### src/rtl/lockset_pkg.sv
package lockset_pkg;
    localparam int ADDR_W   = 16;
    localparam int NPART    = 4;
    localparam int PBITS    = 4;
    localparam int IDX_W    = $clog2(PBITS);
    localparam int NBITS    = NPART * PBITS;
    localparam int CNT_W    = 2;
    localparam int HASH_GAP = 8;

    typedef logic [CNT_W-1:0] cnt_t;
    localparam cnt_t CNT_MAX = {CNT_W{1'b1}};

    typedef enum logic [1:0] {
        OP_NONE = 2'b00,
        OP_INC  = 2'b01,
        OP_DEC  = 2'b10,
        OP_BOTH = 2'b11
    } cell_op_e;

    // Index inside partition p: XOR of two fixed address fields.
    function automatic logic [IDX_W-1:0] part_index(
        input logic [ADDR_W-1:0] addr,
        input int p
    );
        return addr[IDX_W*p +: IDX_W] ^ addr[IDX_W*p + HASH_GAP +: IDX_W];
    endfunction
endpackage

### src/rtl/lockset_hash.sv
module lockset_hash
    import lockset_pkg::*;
(
    input  logic              en,
    input  logic [ADDR_W-1:0] addr,
    output logic [NBITS-1:0]  mask
);
    for (genvar p = 0; p < NPART; p++) begin : g_part
        logic [IDX_W-1:0] idx;
        assign idx = part_index(addr, p);
        for (genvar b = 0; b < PBITS; b++) begin : g_bit
            assign mask[p*PBITS + b] = en && (idx == IDX_W'(b));
        end
    end
endmodule

### src/rtl/lockset_cell.sv
module lockset_cell
    import lockset_pkg::*;
(
    input  logic clk,
    input  logic rst,
    input  logic inc,
    input  logic dec,
    output cnt_t cnt,
    output logic zero_hit
);
    logic     lost;
    cnt_t     mid;
    cnt_t     nxt;
    logic     lost_nxt;
    cell_op_e op;

    assign op       = cell_op_e'({dec, inc});
    assign zero_hit = dec && (cnt == '0);

    always_comb begin
        // Release is applied first.
        mid = cnt;
        if (op == OP_DEC || op == OP_BOTH) begin
            if (cnt == '0)
                mid = cnt;
            else if (lost && cnt == cnt_t'(1))
                mid = cnt;
            else
                mid = cnt - cnt_t'(1);
        end
        nxt      = mid;
        lost_nxt = lost;
        if (op == OP_INC || op == OP_BOTH) begin
            if (mid == CNT_MAX)
                lost_nxt = 1'b1;
            else
                nxt = mid + cnt_t'(1);
        end
    end

    always_ff @(posedge clk) begin
        if (rst) begin
            cnt  <= '0;
            lost <= 1'b0;
        end else begin
            cnt  <= nxt;
            lost <= lost_nxt;
        end
    end

    a_r3_inc_step: assert property (@(posedge clk) disable iff (rst)
        (inc && !dec && cnt != CNT_MAX) |=> cnt == $past(cnt) + cnt_t'(1));
    a_r4_dec_step: assert property (@(posedge clk) disable iff (rst)
        (dec && !inc && cnt > cnt_t'(1)) |=> cnt == $past(cnt) - cnt_t'(1));
    a_r6_zero_hold: assert property (@(posedge clk) disable iff (rst)
        (dec && !inc && cnt == '0) |=> cnt == '0);
    a_r5_lost_floor: assert property (@(posedge clk) disable iff (rst)
        lost |-> cnt != '0);
endmodule

### src/rtl/lockset_bloom_reg.sv
module lockset_bloom_reg
    import lockset_pkg::*;
(
    input  logic              clk,
    input  logic              rst,
    input  logic              acq_valid,
    input  logic [ADDR_W-1:0] acq_addr,
    input  logic              rel_valid,
    input  logic [ADDR_W-1:0] rel_addr,
    output logic [NBITS-1:0]  lockset,
    output logic              rel_err
);
    logic [NBITS-1:0] acq_mask;
    logic [NBITS-1:0] rel_mask;
    logic [NBITS-1:0] zero_hits;

    lockset_hash u_acq_hash (.en(acq_valid), .addr(acq_addr), .mask(acq_mask));
    lockset_hash u_rel_hash (.en(rel_valid), .addr(rel_addr), .mask(rel_mask));

    for (genvar i = 0; i < NBITS; i++) begin : g_cell
        cnt_t c;
        lockset_cell u_cell (
            .clk      (clk),
            .rst      (rst),
            .inc      (acq_mask[i]),
            .dec      (rel_mask[i]),
            .cnt      (c),
            .zero_hit (zero_hits[i])
        );
        assign lockset[i] = (c != '0);
    end

    always_ff @(posedge clk) begin
        if (rst) rel_err <= 1'b0;
        else     rel_err <= |zero_hits;
    end

    a_r6_err_after_release: assert property (@(posedge clk) disable iff (rst)
        rel_err |-> $past(rel_valid));
    a_r8_reset_empty: assert property (@(posedge clk)
        $past(rst) |-> (lockset == '0 && !rel_err));
endmodule

### config.mk
export PLATFORM = sky130hd
export DESIGN_NAME = lockset_bloom_reg
export DESIGN_NICKNAME = d
export VERILOG_FILES = /design/src/rtl/lockset_pkg.sv /design/src/rtl/lockset_hash.sv /design/src/rtl/lockset_cell.sv /design/src/rtl/lockset_bloom_reg.sv
export SDC_FILE = /design/constraint.sdc
export NUM_CORES = 1
export LEC_CHECK = 0
export BUFFER_PORTS_ARGS = -buffer_cell sky130_fd_sc_hd__clkbuf_2
export CAP_MARGIN = 0
export CORE_MARGIN = 2
export CORE_UTILIZATION = 55
export DETAILED_ROUTE_END_ITERATION = 8
export GPL_TIMING_DRIVEN = 0
export PLACE_DENSITY = 0.86
export SYNTH_ARGS = -nofsm -noshare
export SYNTH_HDL_FRONTEND = slang
export SYNTH_SLANG_ARGS = --single-unit
### constraint.sdc
create_clock -name clk -period 2.25 [get_ports clk]
set_input_delay 0.1125 -clock clk [delete_from_list [all_inputs] [get_ports clk]]
set_output_delay 0.1125 -clock clk [all_outputs]
set_load 0.02 [all_outputs]
=== Word-level counts from Yosys, hierarchy flattened ===
Index checks and enable logic that the tools add are counted.

* Word-level logic and storage cells: 410
* Input bits: 36
* Bits in writable memories: 0
* ROM bits: 0
* Output and inout bits: 17
* Register bits after elaboration: 49
* Memories: 0
* Bits in latches: 0

* Bitwise gates (word level): 8
* Shift operators: 0
* Eq/ne operators: 104
* Reduce and logical (&&, ||, !) cells: 153
* Add/subtract/negate cells: 32
* Divide/modulo/power cells: 0
* $lt $le $gt $ge: 0
* Mux-type cells: 80
* Multipliers: 0

{| class="wikitable"
|+ Operators with widths
! operator !! number
|-
| 2-to-1 mux 2 bit || 80
|-
| equality test 2 bit, second input constant || 64
|-
| equality test 2 x 1 -> 1 bit, second input constant || 40
|-
| logical AND 1 bit || 64
|-
| zero test 2 bit || 24
|-
| adder 2 x 1 -> 2 bit, second input constant || 16
|-
| logical OR 1 bit || 32
|-
| AND reduction 2 bit || 16
|-
| nonzero test 2 bit || 16
|-
| subtractor 2 x 1 -> 2 bit, second input constant || 16
|-
| OR reduction 16 bit || 1
|-
| XOR 2 bit || 8
|}

=== Logic depth before layout (Yosys ltp) ===
* Depth in word-level cells: 9
* Mapped depth: 7
* Mapped depth without buffers: 5

=== Hierarchy ===
A second synthesis with hierarchy kept.

* Cell total of the unflattened synthesis: 456
* Area, all modules: 3612.2 µm²

{| class="wikitable"
|+ Modules (own cells, without submodules)
! module !! instances !! seq. area each (µm²) !! cells an instance !! area an instance (µm²)
|-
| lockset_cell || 16 || 60.1 || 23 || 185.2
|-
| lockset_hash || 2 || 0.0 || 33 || 247.7
|-
| lockset_bloom_reg || 1 || 20.0 || 22 || 153.9
|}

=== Worst setup path after synthesis ===
No wires, ideal clock.

* Kind: reg-to-reg
* From: register g_cell[1].u_cell.cnt[1]
* To: register rel_err
* Setup time: 0.081 ns
* Period minus slack after synthesis: 1.292 ns
* Data required time: 2.169 ns
* Buffers on the path: 1
* Stages on the path, launching flop included: 6
* Data arrival time: 1.211 ns
* Slack: 0.958 ns
* Cell sequence: dfxtp_1 -> clkbuf_1 -> or2_2 -> o22ai_1 -> nor2_1 -> a41oi_1

* Longest elaborated chain between the ends: 3

{| class="wikitable"
|+ Ends and longest elaborated chain
! what !! line !! source
|-
| from (decl) || lockset_cell.sv:8 || <nowiki>output cnt_t cnt,</nowiki>
|-
| from (signal assigned) || lockset_cell.sv:46 || <nowiki>cnt <= nxt;</nowiki>
|-
| zero test 2 bit || lockset_cell.sv:18 || <nowiki>assign zero_hit = dec && (cnt == '0);</nowiki>
|-
| logical AND 1 bit || lockset_cell.sv:18 ||
|-
| OR reduction 16 bit || lockset_bloom_reg.sv:35 || <nowiki>else rel_err <= |zero_hits;</nowiki>
|-
| to (signal assigned) || lockset_bloom_reg.sv:35 ||
|-
| to (decl) || lockset_bloom_reg.sv:11 || <nowiki>output logic rel_err</nowiki>
|}

Every way passes these cells.
A chain may end at the register's enable or synchronous reset.

=== Final worst setup path ===
* From: register g_cell[1].u_cell.cnt[1]
* To: output port lockset[1]

* Longest elaborated chain between the ends: 1

{| class="wikitable"
|+ Ends and longest elaborated chain
! what !! line !! source
|-
| nonzero test 2 bit || lockset_bloom_reg.sv:30 || <nowiki>assign lockset[i] = (c != '0);</nowiki>
|-
| to (decl) || lockset_bloom_reg.sv:10 || <nowiki>output logic [NBITS-1:0] lockset,</nowiki>
|}

Every way passes these cells.

==> results.json <==
{
  "status": "finished, final reports clean",
  "cts_buffers": 5,
  "place_congestion": 0.885,
  "num_rows": 28,
  "synth-simple-area-share_pct": 27.0,
  "ys_ff_latch": 49,
  "ir_drop_uv": 278,
  "worst_pin_slew_ns": 0.637,
  "ctsHoldBuffers": 0,
  "fin_nets": 513,
  "syn_nets": 457,
  "cts_buffer_depth": 2,
  "drc_errors": 0,
  "finalHoldViolCount": 0,
  "grt_pass1_wl_um": 14300,
  "clock_latency_ns": 0.32,
  "fin_cells": 553,
  "post-route-cell-area_sq_mm": 0.00372,
  "multiInputGateArea_sq_mm": 0.00223,
  "wl_per_cell_um": 15.7,
  "syn-mean-instance-area_sq_um": 7.84,
  "clock-root-buffer": "clkbuf_8",
  "drive_gt1_share_pct": 16.7,
  "dr.first_iter.drc_count": 221,
  "clock-sinks": 49,
  "synth_top_cell_by_area": "dfxtp_1",
  "fp.coreArea_sq_mm": 0.00585,
  "slowest_stage": "or2_2",
  "grt_pass1_vias": 3130,
  "dr.pass1.iters": 6,
  "leakage_nw": 1.39,
  "cts_resized": 0,
  "synthTopCellsByCount": "dfxtp_1 (49), nor2_1 (46), nand3_1 (30)",
  "fmax_ghz": 0.693,
  "cts_tree": "done",
  "cellPowerDensity_mw_per_mm2": 528,
  "layout_setup_ws_ns": 0.808,
  "syn_to_final_growth_pct": 12.8,
  "drtAntennaViolNets": 0,
  "crit_fanout": 9,
  "routed_wl_um": 8710,
  "path_clk_slew_ns": 0.10,
  "die_w_um": 81.5,
  "synth_top_area_share_pct": 29.7,
  "cp_num_buf_inv": 2,
  "synth_fa_ha_area_share_pct": 0,
  "fillers": 547,
  "path_cells": "clkbuf_1, or2_2, clkbuf_2",
  "port_buffers": 49,
  "fin_crit_sh_pct": 64.1,
  "slew_violations": 0,
  "antenna_cells": 0,
  "layout_min_cycle_time_ns": 1.44,
  "path_class": "reg2out",
  "synth_top_family_by_area": "compound AO/OA/AOI/OAI gates",
  "vias": 3491,
  "synth_compound_area_share_pct": 31.2,
  "crit_family": "simple AND/OR/NAND/NOR gates",
  "overflow": 0,
  "syn_area_sq_mm": 0.00330,
  "yosysSeqAreaShare_pct": 29.7,
  "synth-edff-count": 0,
  "crit_path_end_kind": "output port",
  "ys_async_sr_fraction_pct": 0,
  "die-area_sq_mm": 0.00664,
  "fin_setup_tns_ns": 0,
  "placedCellCount": 545,
  "h-tree-depth": 2,
  "grt_util_all_layers_pct": 27.6,
  "relSlewSlack_pct": 57.6,
  "grt_start_max_net_pins": 15,
  "rsz0062_at_grt": "false",
  "synthFlopType": "dfxtp_1",
  "ys_warn_count": 0,
  "die_y_um": 81.5,
  "io_pins": 53,
  "regArea_sq_um": 981,
  "dp_slack_ns": 0.548,
  "cap_violations": 0,
  "hp-class": "in2reg",
  "holdWs_ns": 0.207,
  "muxShareOfSynthArea_pct": 0.607,
  "synthTopCellsByArea": "dfxtp_1 (30%), o21a_1 (5.7%), nor2_1 (5.2%)",
  "utilization_pct": 63.6,
  "crit_arrival_ns": 1.33,
  "post_synth_num_cell_types": 34,
  "viasPerCell": 6.31,
  "setup_viol": 0,
  "finClkSkew_ns": 0.00743,
  "synth_xor_area_share_pct": 8.95,
  "critPathRequiredTime_ns": 2.14,
  "start_util_pct": 56.4,
  "post-cts-setup-buffer-count": 0,
  "antenna_found_initial": 0,
  "synth_cells": 421,
  "cp-start-kind": "flip-flop",
  "placed_cell_area_sq_mm": 0.00364,
  "power_mw": 1.97,
  "synth_most_common_cell": "dfxtp_1",
  "slowest_delay_ns": 0.36,
  "hpwl_um": 6440
}
## state kept, by name, indices dropped and copies added (netlist names)
register and count:
g_cell.u_cell.cnt 32, g_cell.u_cell.lost 16, rel_err 1
## layout by cell type, fill, tap and decap left out, types with 2 or more instances in the layout
cell       n
clkbuf_8   5
or3_1     14
nor3_1    19
clkinv_2   2
nand3_2    4
mux2i_1    2
a31oi_1   16
xnor2_1   15
nand3_1   30
o21ai_0   21
xor2_1    15
nor2b_1   14
a21oi_1    6
o22ai_1   20
a41oi_1   15
or2_2     14
nand2_1    8
nand2b_1   2
nand4_1    4
nor3b_1   12
and3_1     2
inv_1      8
buf_4      2
o211ai_1  14
clkbuf_2  49
clkbuf_1   9
nor2_1    46
a21o_1    14
o21bai_1  14
buf_2      2
o21a_1    25
dfxtp_1   49
a221oi_1   2
## cell type report
| type | instances | area share (%) |
|---|---|---|
| well taps | 75 | 2.52 |
| multi-input cells | 352 | 60.0 |
| inverters | 8 | 0.807 |
| clock inverters | 2 | 0.269 |
| repair buffers | 49 | 6.59 |
| flip-flops and latches | 49 | 26.4 |
| plain buffers | 12 | 1.48 |
| clock buffers | 6 | 1.95 |
## cell families after synthesis
kind of cell    Yosys count
simple gates            169
compound gates          149
flops                    49
xor+xnor                 32
buf+inv                  20
mux                       2
## power by group
part	internal (mW)	switching (mW)	total, mW
combinational	0.182	0.312	0.494
clock	0.217	0.320	0.536
sequential	0.896	0.0395	0.935
## worst paths after layout
check | to | start | cells after the start | slack, ns
max reg2reg | rel_err$_SDFF_PP0_ | g_cell[1].u_cell.cnt[1]$_SDFF_PP0_ | 5 | 0.88
min | g_cell[5].u_cell.lost$_SDFFE_PP0P_ | rst | 2 | 0.21
min reg2reg | g_cell[8].u_cell.lost$_SDFFE_PP0P_ | g_cell[8].u_cell.lost$_SDFFE_PP0P_ | 2 | 0.49
max | lockset[1] | g_cell[1].u_cell.cnt[1]$_SDFF_PP0_ | 3 | 0.81
## per-layer routing
metal	up-vias	track usage, %	share of wire, %
met4	0	10.3	1.8
met1	1664	35.5	45
met5	-	0	0
met2	118	46.7	47
met3	15	4.29	6.0
li1	1694	-	-
No activity file was read; power rests on OpenSTA's default activity.
